--- config.mk ---
export PLATFORM = sky130hd
export DESIGN_NAME = irq_combiner
export DESIGN_NICKNAME = d
export VERILOG_FILES = /design/src/rtl/irq_comb_pkg.sv /design/src/rtl/irq_comb_group.sv /design/src/rtl/irq_comb_regif.sv /design/src/rtl/irq_combiner.sv
export SDC_FILE = /design/constraint.sdc
export NUM_CORES = 2
export LEC_CHECK = 0
export BUFFER_PORTS_ARGS = -buffer_cell sky130_fd_sc_hd__buf_4
export CAP_MARGIN = 5
export CORE_UTILIZATION = 58
export DETAILED_ROUTE_END_ITERATION = 12
export PLACE_DENSITY_LB_ADDON = 0.15
export SYNTH_ARGS = -nofsm -noshare
export SYNTH_HDL_FRONTEND = slang
export SYNTH_SLANG_ARGS = --single-unit
--- constraint.sdc ---
create_clock -name clk_i -period 1.85 [get_ports clk_i]
set_input_delay 0.185 -clock clk_i [delete_from_list [all_inputs] [get_ports clk_i]]
set_output_delay 0.185 -clock clk_i [all_outputs]
set_load 0.05 [all_outputs]
--- src/rtl/irq_comb_pkg.sv ---
package irq_comb_pkg;
  localparam int unsigned LANE_W = 8;
  localparam int unsigned LANES  = 4;
  localparam int unsigned WORD_W = LANE_W * LANES;

  typedef logic [LANE_W-1:0] lane_t;

  typedef enum logic [1:0] {
    W_EN_SET = 2'd0,
    W_EN_CLR = 2'd1,
    W_RAW    = 2'd2,
    W_MSK    = 2'd3
  } quad_word_e;
endpackage

--- src/rtl/irq_comb_group.sv ---
module irq_comb_group
  import irq_comb_pkg::*;
#(
  parameter bit ACCEPT = 1'b1
) (
  input  logic  clk_i,
  input  logic  rst_ni,
  input  lane_t src_i,
  input  lane_t set_i,
  input  lane_t clr_i,
  output lane_t mask_o,
  output lane_t pend_o,
  output logic  irq_o
);
  lane_t mask_q, mask_d;
  lane_t pend_q, pend_d;
  logic  irq_q;

  assign mask_d = (mask_q | set_i) & ~clr_i;

  generate
    if (ACCEPT) begin : g_take
      assign pend_d = src_i;
    end else begin : g_hold
      // inputs ignored; pending stays at its reset value
      assign pend_d = pend_q;
    end
  endgenerate

  always_ff @(posedge clk_i or negedge rst_ni) begin
    if (!rst_ni) begin
      mask_q <= '0;
      pend_q <= '0;
      irq_q  <= 1'b0;
    end else begin
      mask_q <= mask_d;
      pend_q <= pend_d;
      irq_q  <= |(mask_d & pend_d);
    end
  end

  assign mask_o = mask_q;
  assign pend_o = pend_q;
  assign irq_o  = irq_q;
endmodule

--- src/rtl/irq_comb_regif.sv ---
module irq_comb_regif
  import irq_comb_pkg::*;
#(
  parameter int unsigned NUM_GROUPS = 64,
  parameter int unsigned ADDR_W     = 12
) (
  input  logic                  clk_i,
  input  logic                  rst_ni,
  input  logic                  req_i,
  input  logic                  we_i,
  input  logic [ADDR_W-1:0]     addr_i,
  input  logic [WORD_W-1:0]     wdata_i,
  input  lane_t                 mask_i [NUM_GROUPS],
  input  lane_t                 pend_i [NUM_GROUPS],
  input  logic [NUM_GROUPS-1:0] irq_i,
  output lane_t                 set_o  [NUM_GROUPS],
  output lane_t                 clr_o  [NUM_GROUPS],
  output logic [WORD_W-1:0]     rdata_o,
  output logic                  err_o
);
  localparam int unsigned NQ     = NUM_GROUPS / LANES;
  localparam int unsigned NSUM   = (NUM_GROUPS + WORD_W - 1) / WORD_W;
  localparam int unsigned WIDX_W = ADDR_W - 2;
  localparam int unsigned SUM_LO = NQ * 4;

  logic [WIDX_W-1:0] word_idx;
  int unsigned       widx, quad, sum_idx;
  quad_word_e        sel;
  logic              aligned, in_quad, in_sum, wr_ok;
  logic [NSUM*WORD_W-1:0] irq_pad;
  logic [WORD_W-1:0] rd_val;
  logic [WORD_W-1:0] rdata_q;
  logic              err_q;

  assign word_idx = addr_i[ADDR_W-1:2];
  assign aligned  = (addr_i[1:0] == 2'b00);
  assign widx     = 32'(word_idx);
  assign quad     = widx >> 2;
  assign sum_idx  = widx - SUM_LO;
  assign sel      = quad_word_e'(word_idx[1:0]);
  assign in_quad  = aligned && (widx < SUM_LO);
  assign in_sum   = aligned && (widx >= SUM_LO) && (widx < SUM_LO + NSUM);
  assign wr_ok    = req_i && we_i && in_quad && (sel == W_EN_SET || sel == W_EN_CLR);

  genvar g;
  generate
    for (g = 0; g < NUM_GROUPS; g++) begin : g_strobe
      localparam int unsigned Q = g / LANES;
      localparam int unsigned L = g % LANES;
      assign set_o[g] = (wr_ok && sel == W_EN_SET && quad == Q) ?
                        wdata_i[L*LANE_W +: LANE_W] : '0;
      assign clr_o[g] = (wr_ok && sel == W_EN_CLR && quad == Q) ?
                        wdata_i[L*LANE_W +: LANE_W] : '0;
    end
  endgenerate

  always_comb begin
    irq_pad = '0;
    irq_pad[NUM_GROUPS-1:0] = irq_i;
  end

  always_comb begin
    rd_val = '0;
    for (int unsigned k = 0; k < NUM_GROUPS; k++) begin
      if (in_quad && (k / LANES) == quad) begin
        unique case (sel)
          W_EN_SET, W_EN_CLR: rd_val[(k%LANES)*LANE_W +: LANE_W] = mask_i[k];
          W_RAW:              rd_val[(k%LANES)*LANE_W +: LANE_W] = pend_i[k];
          W_MSK:              rd_val[(k%LANES)*LANE_W +: LANE_W] = pend_i[k] & mask_i[k];
          default:            ;
        endcase
      end
    end
    for (int unsigned s = 0; s < NSUM; s++) begin
      if (in_sum && s == sum_idx) rd_val = irq_pad[s*WORD_W +: WORD_W];
    end
  end

  always_ff @(posedge clk_i or negedge rst_ni) begin
    if (!rst_ni) begin
      rdata_q <= '0;
      err_q   <= 1'b0;
    end else begin
      if (req_i && !we_i) rdata_q <= rd_val;
      err_q <= req_i && we_i && !wr_ok;
    end
  end

  assign rdata_o = rdata_q;
  assign err_o   = err_q;
endmodule

--- src/rtl/irq_combiner.sv ---
module irq_combiner
  import irq_comb_pkg::*;
#(
  parameter int unsigned NUM_GROUPS = 64,
  parameter int unsigned ADDR_W     = 12,
  parameter bit          EXT_MODE   = 1'b0,
  parameter int unsigned EXT_GROUPS = 64
) (
  input  logic                         clk_i,
  input  logic                         rst_ni,
  input  logic [NUM_GROUPS*LANE_W-1:0] src_i,
  input  logic                         req_i,
  input  logic                         we_i,
  input  logic [ADDR_W-1:0]            addr_i,
  input  logic [WORD_W-1:0]            wdata_i,
  output logic [WORD_W-1:0]            rdata_o,
  output logic                         err_o,
  output logic [NUM_GROUPS-1:0]        irq_o
);
  lane_t mask [NUM_GROUPS];
  lane_t pend [NUM_GROUPS];
  lane_t set_s[NUM_GROUPS];
  lane_t clr_s[NUM_GROUPS];

  genvar g;
  generate
    for (g = 0; g < NUM_GROUPS; g++) begin : g_grp
      localparam bit TAKE = !EXT_MODE || (g < EXT_GROUPS);
      irq_comb_group #(.ACCEPT(TAKE)) u_grp (
        .clk_i  (clk_i),
        .rst_ni (rst_ni),
        .src_i  (src_i[g*LANE_W +: LANE_W]),
        .set_i  (set_s[g]),
        .clr_i  (clr_s[g]),
        .mask_o (mask[g]),
        .pend_o (pend[g]),
        .irq_o  (irq_o[g])
      );
    end
  endgenerate

  irq_comb_regif #(.NUM_GROUPS(NUM_GROUPS), .ADDR_W(ADDR_W)) u_regif (
    .clk_i   (clk_i),
    .rst_ni  (rst_ni),
    .req_i   (req_i),
    .we_i    (we_i),
    .addr_i  (addr_i),
    .wdata_i (wdata_i),
    .mask_i  (mask),
    .pend_i  (pend),
    .irq_i   (irq_o),
    .set_o   (set_s),
    .clr_o   (clr_s),
    .rdata_o (rdata_o),
    .err_o   (err_o)
  );
endmodule

==> results of run 1 <==
per-stage QoR:
step | TNS [ps] | instance area (µm²) | setup WS (ps) | utilization (%)
2_1_floorplan | -18090 | 51400 | -304 | -
4_1_cts | -1340 | 75800 | -243 | 87.3
3_5_place_dp | -230290 | 65500 | -1380 | 75.5
3_3_place_gp | -214870 | 65500 | -1350 | 75.5
routing by layer:
layer  track usage [%]  GRT overflow
met1              87.1            30
met2              99.1           474
met3              79.6            48
met4              90.1           305
met5              53.4             6
cells by family after synthesis:
| logic type | synth area share (%) |
|---|---|
| simple gates | 8.35 |
| compound gates | 31.0 |
| buf+inv | 5.27 |
| flops | 55.2 |
| mux | 0.177 |
repair_timing:
action,in CTS
resized for setup,155
endpoints found under the hold margin,1358
cloned,3
pin swaps,65
buffers inserted,18
endpoints found under the setup margin,58
hold buffers,542
==> impl_summary.md, run 1 <==
Floorplan
The initial utilization of the core area, before any placement, comes to between 50% and 60%. The vertical extent of the die is ~300 µm. 657 I/O pins were placed.

Measured along the x axis, the die boundary spans between 200 and 300 µm. The number of rows created at floorplan is about 110.

Place
The congestion estimate from routability-driven global placement came to roughly 1.2. The cell total after placement is around 7300. The quantity of I/O buffers inserted on ports is 656. After legalization and detailed placement, the total HPWL measured approximately 230 mm.

Clock network
The number of buffers created by CTS is about 110. The clock root buffer master is sky130_fd_sc_hd__clkbuf_16. The count of clock tree sinks is ~1100. The maximum level of the CTS H-tree is 3. The maximum clock insertion buffer count is 3.

Synth
The fraction of registers with async set/reset is 100%. The commonest cells after synthesis are sky130_fd_sc_hd__dfrtp_1 (1121), sky130_fd_sc_hd__a21oi_1 (466), sky130_fd_sc_hd__o22ai_1 (391), sky130_fd_sc_hd__clkbuf_1 (335), sky130_fd_sc_hd__o21ai_0 (335). The cell area after synthesis is approximately 51000 µm². The synthesized design contains 0 enable-type register cells.

Synthesis produced a netlist with a net count of between 5000 and 6000. The top cell type by area accounts for approximately 55% of the synthesized area. The number of different library cells used by synthesis comes to 80.

The share of the Yosys chip area taken by registers is between 50% and 60%. Ranked by total cell area, the synthesized netlist is headed by sky130_fd_sc_hd__dfrtp_1 (55%), sky130_fd_sc_hd__o22ai_1 (4.8%), sky130_fd_sc_hd__a21oi_1 (4.6%). The most instantiated library cell after synthesis is sky130_fd_sc_hd__dfrtp_1.

The count of synthesis-stage warnings from yosys is 0. The average instance in the mapped netlist occupies around 10 µm². The gate count of the mapped netlist is between 4000 and 5000. The commonest register cell after synthesis is sky130_fd_sc_hd__dfrtp_1. The number of synthesized register bits is ~1100. The cell type with the largest total area after synthesis is sky130_fd_sc_hd__dfrtp_1.

Outcome
The run stopped with a tool error. The first error in the log reads "[ERROR GRT-0116] Global routing finished with congestion. Check the congestion regions in the DRC Viewer". The step where the flow halted is global routing.

Global route
In the global route stage, overall resource usage came out at about 88%. The number of global-route vias before repair is ~74000. After global routing the overflow that remains totals 863.

The first-pass GRT wire length is about 570 mm. Entering global routing, the biggest net connects 83 pins.
==> run 2: changes to the inputs <==
--- a/config.mk
+++ b/config.mk
@@ -7,7 +7,7 @@
 export LEC_CHECK = 0
 export BUFFER_PORTS_ARGS = -buffer_cell sky130_fd_sc_hd__buf_4
 export CAP_MARGIN = 5
-export CORE_UTILIZATION = 58
+export CORE_UTILIZATION = 40
 export DETAILED_ROUTE_END_ITERATION = 12
 export PLACE_DENSITY_LB_ADDON = 0.15
 export SYNTH_ARGS = -nofsm -noshare
==> impl_summary.md, run 2 <==
Global route
The largest net degree at the start of global routing is ~120. The number of global-route vias before repair came to roughly 57000. In the global route stage, overall resource usage came out at 52.2%.

The aggregate global routing overflow is 0. The first global-routing pass estimated between 400 and 500 mm of wire. The number of antenna violations at the first check in global routing came to 36.

Drt
Summed over all layers, the routed wires come to ~350 mm. For this run, design rule violations remaining after detail routing come to 0. The detailed router finished its first iteration with around 8600 violations.

Once detail routing completed, the nets flagged for antenna violations numbered 0. The first TritonRoute pass finished after 6 iterations. Dividing the detail-routed via count by the number of cells gives between 6 and 7. The final routed wire length divided by cell count is 39.4 µm.

For this block, the via count after detailed routing is roughly 60000.

Floorplan
The count of pins on the block boundary is 657 (unchanged). The die width was 358 µm (+20%). The number of rows created at floorplan is 130 (+20%).

The initial core utilization was 40.4% (-18 points). The die area is roughly 130000 µm². The core region is around 130000 µm². The vertical extent of the die is 358 µm (+20%).

Synth
The fraction of registers with async set/reset was 100% (unchanged). The number of distinct library cell variants in the gate-level netlist after synthesis is 80 (unchanged). sky130_fd_sc_hd__dfrtp_1 takes more of the synthesized area than any other cell. The number of synthesized register bits is 1121 (unchanged).

The post-synthesis sequential area ratio is 55.2% (unchanged). The total nets after synthesis is 5475 (unchanged). In the synthesized netlist the dominant register cell turns out to be sky130_fd_sc_hd__dfrtp_1. Counting instances in the post-synthesis netlist gives the leading cell types as sky130_fd_sc_hd__dfrtp_1 (1121), sky130_fd_sc_hd__a21oi_1 (466), sky130_fd_sc_hd__o22ai_1 (391), sky130_fd_sc_hd__clkbuf_1 (335), sky130_fd_sc_hd__o21ai_0 (335).

The cell area after synthesis was 50800 µm² (unchanged). The number of flops mapped to enable cells by yosys is 0 (unchanged). The area share of the largest cell type after synthesis is 55.2% (unchanged).

The gate count of the mapped netlist was 4915 (unchanged). The synthesized area per cell is 10.3 µm² (unchanged). Ranked by total cell area, the synthesized netlist is headed by sky130_fd_sc_hd__dfrtp_1 (55%), sky130_fd_sc_hd__o22ai_1 (4.8%), sky130_fd_sc_hd__a21oi_1 (4.6%). The most instantiated library cell after synthesis is sky130_fd_sc_hd__dfrtp_1. The count of synthesis-stage warnings from yosys was 0 (unchanged).

Layout
The count of cells in the finished layout, fillers not included, comes to a little under 9000. The fraction of layout instances using a drive strength above 1 is 39.3%. In the layout the commonest cells are sky130_fd_sc_hd__buf_4 (1769), sky130_fd_sc_hd__dfrtp_1 (1099), sky130_fd_sc_hd__dlygate4sd3_1 (543). From synthesis to final layout, the design area changed by 61.2%. The final layout net count is ~7700. The post-layout utilization of the core is 65.1%. The most common cell after layout, fill and taps aside is sky130_fd_sc_hd__buf_4. The fill cell total of the finished layout is between 9000 and 10000.

Critical path
On the worst path, the slowest cell contributes a delay of between 600 and 700 ps. The data required time of the worst path is between 2000 and 2500 ps. The highest net fanout along the worst path is 8. Walking the worst path, the cells encountered are buf_8 -> or4_4 -> nor2_4 -> buf_12 -> buf_12 -> buf_6 -> a22oi_1 -> a221o_2 -> a221oi_4 -> buf_4 -> a211oi_2. The worst setup path is launched from an input pin.

At the worst endpoint, the arrival time is 2990 ps. The worst register-to-register path has a setup slack of -480 ps. Together, buffers and inverters on the worst path number 5. Among the stages of the critical path, the cell type that occurs most often is sky130_fd_sc_hd__buf_12. By startpoint and endpoint, the worst setup path is classified as in2reg. The cell with the largest stage delay on the worst path is sky130_fd_sc_hd__a221oi_4. The worst register-to-register path begins at g_grp[4].u_grp.mask_o[7]$_DFF_PN0_. Among cell families on the critical path, the largest total delay comes from compound AO/OA/AOI/OAI gates.

The worst setup path is captured at a flop. The origin of the worst setup path is addr_i[8].

Place
The cell total after placement came to 7945 (+8.9%). The final RePlAce weighted congestion came to 1.11 (-6.5%). The placed wire-length estimate came to 265 mm (+15%). The quantity of I/O buffers inserted on ports is 656 (unchanged).

Worst hold path
The critical hold path startpoint is src_i[74]. The type of the tightest min-delay check is in2reg.

Timing
The smallest clock period supported by the final layout is computed as ~2300 ps. Of the available clock period, the critical path in the final layout requires 127%. The number of setup violations in the final report is 124. The slew at the pin with the worst max-slew slack is a little over 800 ps.

Based on the critical path, the design can be clocked at up to 427 MHz. The final count of pins violating max slew is 0. The final clock skew is 26.2 ps. The setup slack after layout is -492 ps. The number of hold violations in the final report is 0.

After routing, the total negative slack on setup checks comes to -16000 ps. The post-route worst hold slack is slightly above 50 ps. Setup repair after global routing could not meet its margin everywhere.

The worst pin sits at a relative slew slack of between 40% and 50%.

Clock network
The maximum clock insertion buffer count was 3 (unchanged). The clock tree from TritonCTS is yes. The CTS clock-pin slew for the worst setup and hold paths is approximately 60 ps. The clock root buffer master is sky130_fd_sc_hd__clkbuf_16. The number of buffers created by CTS is 132 (+16%). The maximum level of the CTS H-tree came to 4 (+1).

The count of clock tree sinks was 1121 (unchanged). The later pin in the worst-skew pair is clocked with a latency of around 800 ps.

Pwr
IR analysis of the VDD net gives a maximum drop of about 0.00092 V. Summing internal, switching and leakage power gives a little over 0.06 W. Summed over all cells, the static leakage comes to between 30 and 40 nW. The ratio of total power to cell area is 757 nW/µm².

Outcome
The checks that failed: negative setup slack. The run finished, with violations left.

Run
The number of max-cap violations is 0.
[run 2: cell counts after synthesis]
No cell type changed its count.
[run 2: final cells by class]
cell class                 instances  area (µm²)  share of cell area [%]
clock buffer                     186        3880                    4.74
timing repair buffer            2632       24300                    29.7
antenna                           23        57.6                  0.0702
sequential                      1121       28100                    34.3
clock inverter                    43         487                   0.594
multi-input combinational       3203       23000                    28.1
tap                             1650        2060                    2.52
inverter                          18        75.1                  0.0916
[run 2: metrics by stage]
step	setup WS (ps)	cell area (µm²)
final	-492	81900
after global routing	-481	81900
after CTS	-406	78600
after detailed placement	-1830	67500
after global placement	-1850	67500
after floorplan	-304	51400
[run 2: worst paths after layout]
| path | end | cells after the start |
|---|---|---|
| max | u_regif.rdata_o[7]$_DFFE_PN0P_ | 11 |
| min | g_grp[9].u_grp.pend_o[2]$_DFF_PN0_ | 2 |
| max reg2reg | u_regif.rdata_o[7]$_DFFE_PN0P_ | 6 |
| min reg2reg | g_grp[32].u_grp.mask_o[3]$_DFF_PN0_ | 1 |
| max in group asynchronous | g_grp[52].u_grp.pend_o[2]$_DFF_PN0_ | 3 |
| min in group asynchronous | g_grp[59].u_grp.pend_o[0]$_DFF_PN0_ | 3 |
[run 2: where the power goes]
| part | internal (W) | total [W] | switching (W) |
|---|---|---|---|
| registers | 0.0252 | 0.0258 | 0.000537 |
| clock network | 0.0156 | 0.0269 | 0.0113 |
| logic | 0.00367 | 0.00930 | 0.00562 |
[run 2: kinds of logic (layout without fill, tap and decap cells)]
logic type             after synthesis  after routing  synth area share, %
other                                0             23                    0
flip-flops                        1121           1121                 55.2
AO/OA/AOI/OAI                     2370           2370                 31.0
buffers and inverters              592           2879                 5.27
multiplexers                         9              9                0.177
AND/OR/NAND/NOR                    823            824                 8.35
[run 2: metal layers]
metal  part of all wire [%]  GRT usage [%]  up-vias  wire length (µm)
met5                   0.11              0        -               368
met4                    9.9           39.3       34             34500
met3                     14           18.6     1432             47800
met2                     41           74.7     5055            143000
met1                     35           64.5    29800            124000
li1                       -              -    23600                 -
[run 2: timing repair]
item                       4_1_cts  5_1_grt
setup endpoints to repair      101       95
gates resized for setup        221      470
cloned                           2       14
hold buffers                   543        0
hold endpoints to repair      1687        0
pin swaps                       91      251
setup buffers                   45      119
[run 2: worst reg2reg max path: cells and delay by family (launching register included)]
family	cells	cell delay, ps
flip-flops	1	440
AO/OA/AOI/OAI	5	1520
buffers and inverters	1	230
Note: power is estimated with default switching activity, not from simulation.
